## src/rtl/sck_rate_pkg.sv

```systemverilog
package sck_rate_pkg;

    localparam int FIELD_W    = 8;
    localparam int MANT_W     = 4;
    localparam int EXP_W      = 3;
    // Field positions that software encodes; fixed by the register layout.
    localparam int EXP_LO_BIT = 4;   // exponent bit 0 / compact-mode valid bit
    localparam int EXP_HI_LSB = 6;   // exponent bits [2:1]
    localparam int DIV_W      = MANT_W + (1 << EXP_W) - 1;

    typedef logic [DIV_W-1:0] div_t;

    typedef struct packed {
        logic ok;
        div_t lead_len;
        div_t trail_len;
    } sck_cfg_t;

    // Split a full-period divisor into two half-periods, the leading one
    // taking the extra cycle of an odd divisor.
    function automatic sck_cfg_t split_divisor(input div_t d);
        sck_cfg_t c;
        c.ok        = (d >= div_t'(2));
        c.trail_len = d >> 1;
        c.lead_len  = (d >> 1) + div_t'(d[0]);
        return c;
    endfunction

endpackage

```

## src/rtl/sck_field_decode.sv

```systemverilog
module sck_field_decode
    import sck_rate_pkg::*;
(
    input  logic               ext_mode,
    input  logic [FIELD_W-1:0] field,
    output sck_cfg_t           cfg
);

    logic [MANT_W-1:0] mant;
    logic [EXP_W-1:0]  expo;
    div_t              divisor;
    logic              unused_width_bit;

    assign mant             = field[MANT_W-1:0];
    assign expo             = {field[EXP_HI_LSB +: EXP_W-1], field[EXP_LO_BIT]};
    assign unused_width_bit = field[EXP_LO_BIT+1];

    always_comb begin
        if (ext_mode) begin
            divisor = div_t'(mant) << expo;
        end else if (field[EXP_LO_BIT]) begin
            divisor = div_t'(mant) << 1;
        end else begin
            divisor = '0;
        end
        cfg = split_divisor(divisor);
    end

endmodule

```

## src/rtl/sck_half_counter.sv

```systemverilog
module sck_half_counter
    import sck_rate_pkg::*;
(
    input  logic     clk,
    input  logic     rst,
    input  logic     run,
    input  logic     clear,
    input  sck_cfg_t cfg,
    output logic     edge_o,
    output logic     lead_o
);

    div_t cnt_q;
    logic trail_q;   // 0 = in leading half, 1 = in trailing half
    div_t cur_len;
    logic at_end;

    assign cur_len = trail_q ? cfg.trail_len : cfg.lead_len;
    assign at_end  = (cnt_q == cur_len - div_t'(1));
    assign edge_o  = run && !clear && cfg.ok && at_end;
    assign lead_o  = edge_o && !trail_q;

    always_ff @(posedge clk) begin
        if (rst || !run || clear) begin
            cnt_q   <= '0;
            trail_q <= 1'b0;
        end else if (cfg.ok) begin
            if (at_end) begin
                cnt_q   <= '0;
                trail_q <= !trail_q;
            end else begin
                cnt_q   <= cnt_q + div_t'(1);
            end
        end
    end

endmodule

```

## src/rtl/sck_rate_gen.sv

```systemverilog
module sck_rate_gen
    import sck_rate_pkg::*;
(
    input  logic               clk,
    input  logic               rst,
    input  logic               ext_mode,
    input  logic [FIELD_W-1:0] rate_field,
    input  logic               busy,
    input  logic               restart,
    output logic               sck_edge,
    output logic               sck_lead
);

    sck_cfg_t dec_cfg;
    sck_cfg_t cfg_q;

    sck_field_decode u_decode (
        .ext_mode (ext_mode),
        .field    (rate_field),
        .cfg      (dec_cfg)
    );

    // Rate is captured only between words.
    always_ff @(posedge clk) begin
        if (rst) begin
            cfg_q <= '0;
        end else if (!busy) begin
            cfg_q <= dec_cfg;
        end
    end

    sck_half_counter u_count (
        .clk    (clk),
        .rst    (rst),
        .run    (busy),
        .clear  (restart),
        .cfg    (cfg_q),
        .edge_o (sck_edge),
        .lead_o (sck_lead)
    );

endmodule

```

## config.mk

```make
export PLATFORM = sky130hd
export DESIGN_NAME = sck_rate_gen
export DESIGN_NICKNAME = d
export VERILOG_FILES = /design/src/rtl/sck_rate_pkg.sv /design/src/rtl/sck_field_decode.sv /design/src/rtl/sck_half_counter.sv /design/src/rtl/sck_rate_gen.sv
export SDC_FILE = /design/constraint.sdc
export NUM_CORES = 1
export LEC_CHECK = 0
export BUFFER_PORTS_ARGS = -buffer_cell sky130_fd_sc_hd__buf_2
export CAP_MARGIN = 20
export CORE_UTILIZATION = 35
export CTS_BUF_LIST = sky130_fd_sc_hd__clkbuf_16
export DETAILED_ROUTE_END_ITERATION = 8
export PLACE_DENSITY_LB_ADDON = 0.15
export SLEW_MARGIN = 10
export SYNTH_ARGS = -nofsm -noshare
export SYNTH_HDL_FRONTEND = slang
export SYNTH_SLANG_ARGS = --single-unit
```

## constraint.sdc

```tcl
create_clock -name clk -period 3.5 [get_ports clk]
set_clock_uncertainty 0.05 [all_clocks]
set_input_delay 0.175 -clock clk [delete_from_list [all_inputs] [get_ports clk]]
set_output_delay 0.175 -clock clk [all_outputs]
set_load 0.05 [all_outputs]
```

Word level (Yosys, flattened, before mapping). Cells that the tools add are included.

Output and inout bits: 2. Register bits after elaboration: 34. Word-level logic and storage cells: 25. Input bits: 13.

Equality and inequality tests: 1. Magnitude comparators: 1. Shift operators: 1. Muxes and demuxes: 4. Reductions and logical operators: 10. Add/subtract/negate cells: 3.

Operator list (count): 11-bit 2-to-1 mux (3); 10-bit by 1-bit adder with 11-bit output (1); 11-bit by 1-bit adder with 11-bit output (second input constant) (1); 11-bit == test (1); 11-bit by 2-bit >= comparator with 1-bit output (second input constant) (1); 4-bit by 3-bit left shift with 11-bit output (1); 11-bit by 1-bit subtractor with 11-bit output (second input constant) (1); 5-bit 2-to-1 mux (1); 1-bit logical AND (4); 1-bit zero test (3); 1-bit logical OR (2); 2-bit AND reduction (1).

Logic depth before layout (Yosys ltp).
Depth in word-level cells: 5. Mapped depth: 12. Mapped depth without buffers: 10.

Hierarchy. Synthesis repeated with hierarchy kept, for this count alone.

Cells, all modules: 298. Area, all modules: 2563.7 um2.

Modules (own cells, without submodules): sck_half_counter (area an instance 1157.4 um2, times used 1, sequential area each 240.2 um2, cells each 138); sck_rate_gen (area an instance 835.8 um2, times used 1, sequential area each 460.4 um2, cells each 74); sck_field_decode (area an instance 570.5 um2, times used 1, sequential area each 0.0 um2, cells each 86).

Worst setup path before layout. Ideal clock, no wire load.

Path type: register -> output. From: reg u_count.trail_q. To: out sck_lead. Path buffers: 3. Data required time: 3.275 ns. Arrival: 3.804 ns. Stages on the path, launching flop included: 13. Setup slack: -0.529 ns. Cells stage by stage: dfxtp_1 > buf_2 > buf_6 > buf_2 > mux2i_1 > ha_1 > nor4b_1 > or2_2 > or4_1 > a41o_1 > a2111oi_2 > nand2_1 > nor3_1.

Cells in the longest elaborated chain, start to end: 5. Elaborated cells between the ends (all ways): 6. Classes of those cells: add/sub: 1; eq/ne: 1; mux: 1; reduce/logical: 3.

RTL lines: from (decl) (line sck_half_counter.sv:14) `logic trail_q;`; from (signal assigned) (line sck_half_counter.sv:30) `trail_q <= !trail_q;`; 11-bit 2-to-1 mux (line sck_half_counter.sv:18) `assign cur_len = trail_q ? cfg.trail_len : cfg.lead_len;`; 11-bit by 1-bit subtractor with 11-bit output (line sck_half_counter.sv:19) `assign at_end = (cnt_q == cur_len - div_t'(1));`; 11-bit == test (line sck_half_counter.sv:19); 1-bit logical AND (line sck_half_counter.sv:20) `assign edge_o = run && !clear && cfg.ok && at_end;`; 1-bit logical AND * (line sck_half_counter.sv:21) `assign lead_o = edge_o && !trail_q;`; to (decl) (line sck_rate_gen.sv:11) `output logic sck_lead`.

Every way passes the cells marked *; elsewhere a longest branch is shown, timed or not.

Worst setup path after layout. Same ends and word-level chain as after synthesis.

==> results.json <==
{
  "cts_tree": "done",
  "path_clk_slew_ns": 0.05,
  "outcome": "finished clean",
  "peakVddDrop_mv": 0.264,
  "fin_area_um2": 2520,
  "ys_types": 50,
  "drive_gt1_frac": 0.154,
  "holdPathEnd": "cfg_q[11]",
  "clk_latency_ns": 0.27,
  "gp_congestion": 0.797,
  "wl_per_cell_um": 13.3,
  "dpl_cell_area_um2": 2360,
  "port_buffers": 13,
  "hold_violations": 0,
  "setup_slack_ns": 0.186,
  "antenna_found_initial": 0,
  "core_um2": 5990,
  "worst_hold_path.num_cells": 2,
  "wirelength_mm": 4.71,
  "critPathLaunchType": "flip-flop",
  "synth_largest_area_cell": "dfxtp_1",
  "grt_use_total": 0.160,
  "hold_class": "input pin to flip-flop",
  "cts_hold_buf": 0,
  "post-place-ws_ns": 0.118,
  "fmax_mhz": 302,
  "synth_edf_count": 0,
  "numCtsBuffers": 5,
  "grt_max_degree": 33,
  "p_leak_uw": 0.000903,
  "rr_endpoint": "u_count.cnt_q[5]",
  "syn_nets": 285,
  "arrival_ns": 3.09,
  "hp-start": "rst",
  "r2r_cells": 9,
  "viasPerCell": 5.22,
  "rsz0062_at_grt": "no",
  "slew_viol_final": 0,
  "drc": 0,
  "synthToLayoutAreaGrowth_pct": 14.8,
  "start_util": 0.367,
  "r2r-start": "u_count.trail_q",
  "firstDrtPassIters": 4,
  "drt_iter0_drc": 59,
  "syn_inst": 267,
  "cts_sinks": 34,
  "setup_viol": 0,
  "vias": 1853,
  "finalNetCount": 299,
  "postSynthAreaPerCell_um2": 8.23,
  "yosys-top-cells-area": "dfxtp_1 (31%), mux2i_1 (9.1%), nor2_1 (6.2%)",
  "critPathKind": "flip-flop to output pin",
  "worstPathMaxFanout": 8,
  "syn_area_um2": 2200,
  "pwr_density_cell_nw_per_um2": 374,
  "tightest_slew_ns": 0.602,
  "finalCritPeriodShare": 0.947,
  "end_kind": "output pin",
  "num_rows": 28,
  "clockBufferDepth": 2,
  "num_io_pins": 15,
  "ys_seq_elements": 34,
  "async_flop_share": 0,
  "grt_pass1_wl_mm": 8.11,
  "slew_headroom": 0.594,
  "grt_pass1_vias": 1702,
  "yosys_warnings": 0,
  "synth_flop_cell": "dfxtp_1",
  "gr-total-overflow": 0,
  "cp.required_ns": 3.27,
  "die_w_um": 81.2,
  "ys_seq_area_frac": 0.310,
  "cts.htree.levels": 2,
  "die_h_um": 81.2,
  "cts_root_buf": "clkbuf_16",
  "ant_nets": 0,
  "r2r_slack_ns": 0.52,
  "synth_top_area_frac": 0.310,
  "die_area_um2": 6600,
  "num_antenna_cells": 0,
  "min_period_ns": 3.31,
  "drv_cap": 0,
  "dpl.hpwl_mm": 3.60
}
-- worst max path at each step --
stage / start / to / slack [ns] / cells after the start
2_1_floorplan: u_count.trail_q / sck_lead / -0.14 / 12
3_3_place_gp: u_count.trail_q / sck_lead / 0.16 / 10
3_5_place_dp: u_count.trail_q / sck_lead / 0.12 / 10
4_1_cts: u_count.trail_q / sck_lead / 0.002 / 10
5_1_grt: u_count.trail_q / sck_lead / 0.0002 / 10
6_report: u_count.trail_q / sck_lead / 0.19 / 10
-- logic make-up (layout without fill, tap and decap cells) --
logic type / count (synthesis) / after routing / synth area share
multiplexers: 24 / 24 / 0.117
buffers and inverters: 19 / 32 / 0.0370
AND/OR/NAND/NOR: 112 / 112 / 0.260
flip-flops: 34 / 34 / 0.310
XOR/XNOR: 27 / 27 / 0.108
AO/OA/AOI/OAI: 46 / 46 / 0.140
adder cells (fa/ha/maj): 5 / 5 / 0.0285
-- area by class of cell --
| type | count | area, µm² |
|---|---|---|
| clock buffer | 5 | 125 |
| clock inverter | 1 | 3.75 |
| fill | 617 | 3470 |
| inverter | 5 | 18.8 |
| multi-input combinational | 214 | 1460 |
| sequential | 34 | 683 |
| tap | 75 | 93.8 |
| timing repair buffer | 21 | 134 |
-- flip-flops by register name, indices dropped and copies added (netlist names) --
register / flops
u_count.cnt_q: 11
u_count.trail_q: 1
cfg_q: 22
-- power by group --
group / total (µW) / internal, µW / switching (µW)
logic: 143 / 61.9 / 81.2
registers: 409 / 398 / 11.2
clock network: 391 / 252 / 139
total: 943 / 712 / 231
-- stage by stage --
step | instances | hold WS (ns) | utilization | TNS (ns) | power (µW)
floorplan | 267 | 0.203 | - | -0.141 | 518
global placement | 349 | 0.375 | 0.394 | 0 | 556
detailed placement | 349 | 0.377 | 0.394 | 0 | 557
CTS | 355 | 0.262 | 0.419 | 0 | 958
global route | 355 | 0.287 | 0.421 | 0 | 992
finish | 355 | 0.258 | 0.421 | 0 | 943
-- routing by layer --
layer / GRT usage / vias to the layer above / share of wire
met3: 0.0303 / 5 / 0.024
li1: - / 980 / -
met4: 0.0536 / 0 / 0.012
met1: 0.226 / 846 / 0.51
met2: 0.243 / 22 / 0.45
met5: 0 / - / 0
-- cell usage in the layout (no fill, tap or decap), types with 2 or more instances in the layout --
cell type and count:
nor3b_1 3, nor4b_2 2, inv_1 5, buf_4 9
a31oi_1 2, dfxtp_2 2, mux2i_1 20, and3_1 2
xnor2_1 15, xor2_1 12, o21a_1 2, ha_1 4
dfxtp_1 32, nor4_1 3, or2_2 2, nor2b_1 5
a211oi_1 2, nand2_1 26, o22ai_1 2, a21oi_1 18
buf_2 11, nor3_1 6, o21ai_0 8, nor4_2 2
nor2_1 35, mux2_2 3, nand4_1 3, a2111o_1 2
clkbuf_16 5, nand3_1 7, or4_1 2, or3_1 5
-- worst max-delay path, stage by stage, from the launching register on --
cell and delay (ns):
dfxtp_2 0.38, buf_4 0.18, nor4b_2 0.32, o21ai_1 0.20, buf_4 0.18, or4_1 0.39, a41o_1 0.28, a2111oi_4 0.39
nand2_1 0.15, nor3_2 0.15, buf_6 0.18
-- Yosys cell counts, types with 2 or more instances --
| cell | count |
|---|---|
| nor2b_1 | 5 |
| dfxtp_1 | 34 |
| nand4_1 | 3 |
| clkbuf_1 | 9 |
| nor4_2 | 2 |
| nor4b_1 | 2 |
| a2111o_1 | 2 |
| or2_2 | 2 |
| buf_2 | 2 |
| a31oi_1 | 2 |
| buf_1 | 2 |
| or3_1 | 5 |
| o21ai_0 | 8 |
| mux2i_1 | 20 |
| nand2_1 | 26 |
| o22ai_1 | 2 |
| nor4_1 | 3 |
| nor3_1 | 7 |
| nor3b_1 | 3 |
| nand3_1 | 7 |
| xor2_1 | 12 |
| ha_1 | 5 |
| inv_1 | 5 |
| or4_1 | 2 |
| and3_1 | 2 |
| nor2_1 | 36 |
| a21oi_1 | 18 |
| o21a_1 | 2 |
| xnor2_1 | 15 |
| mux2_2 | 3 |
| a211oi_1 | 2 |
-- repair_timing --
| action | CTS | global route |
|---|---|---|
| setup buffers | 0 | 0 |
| endpoints found under the setup margin | 2 | 2 |
| gates resized for setup | 3 | 5 |
| pin swaps | 1 | 2 |
(Power assumes the default switching activity.)
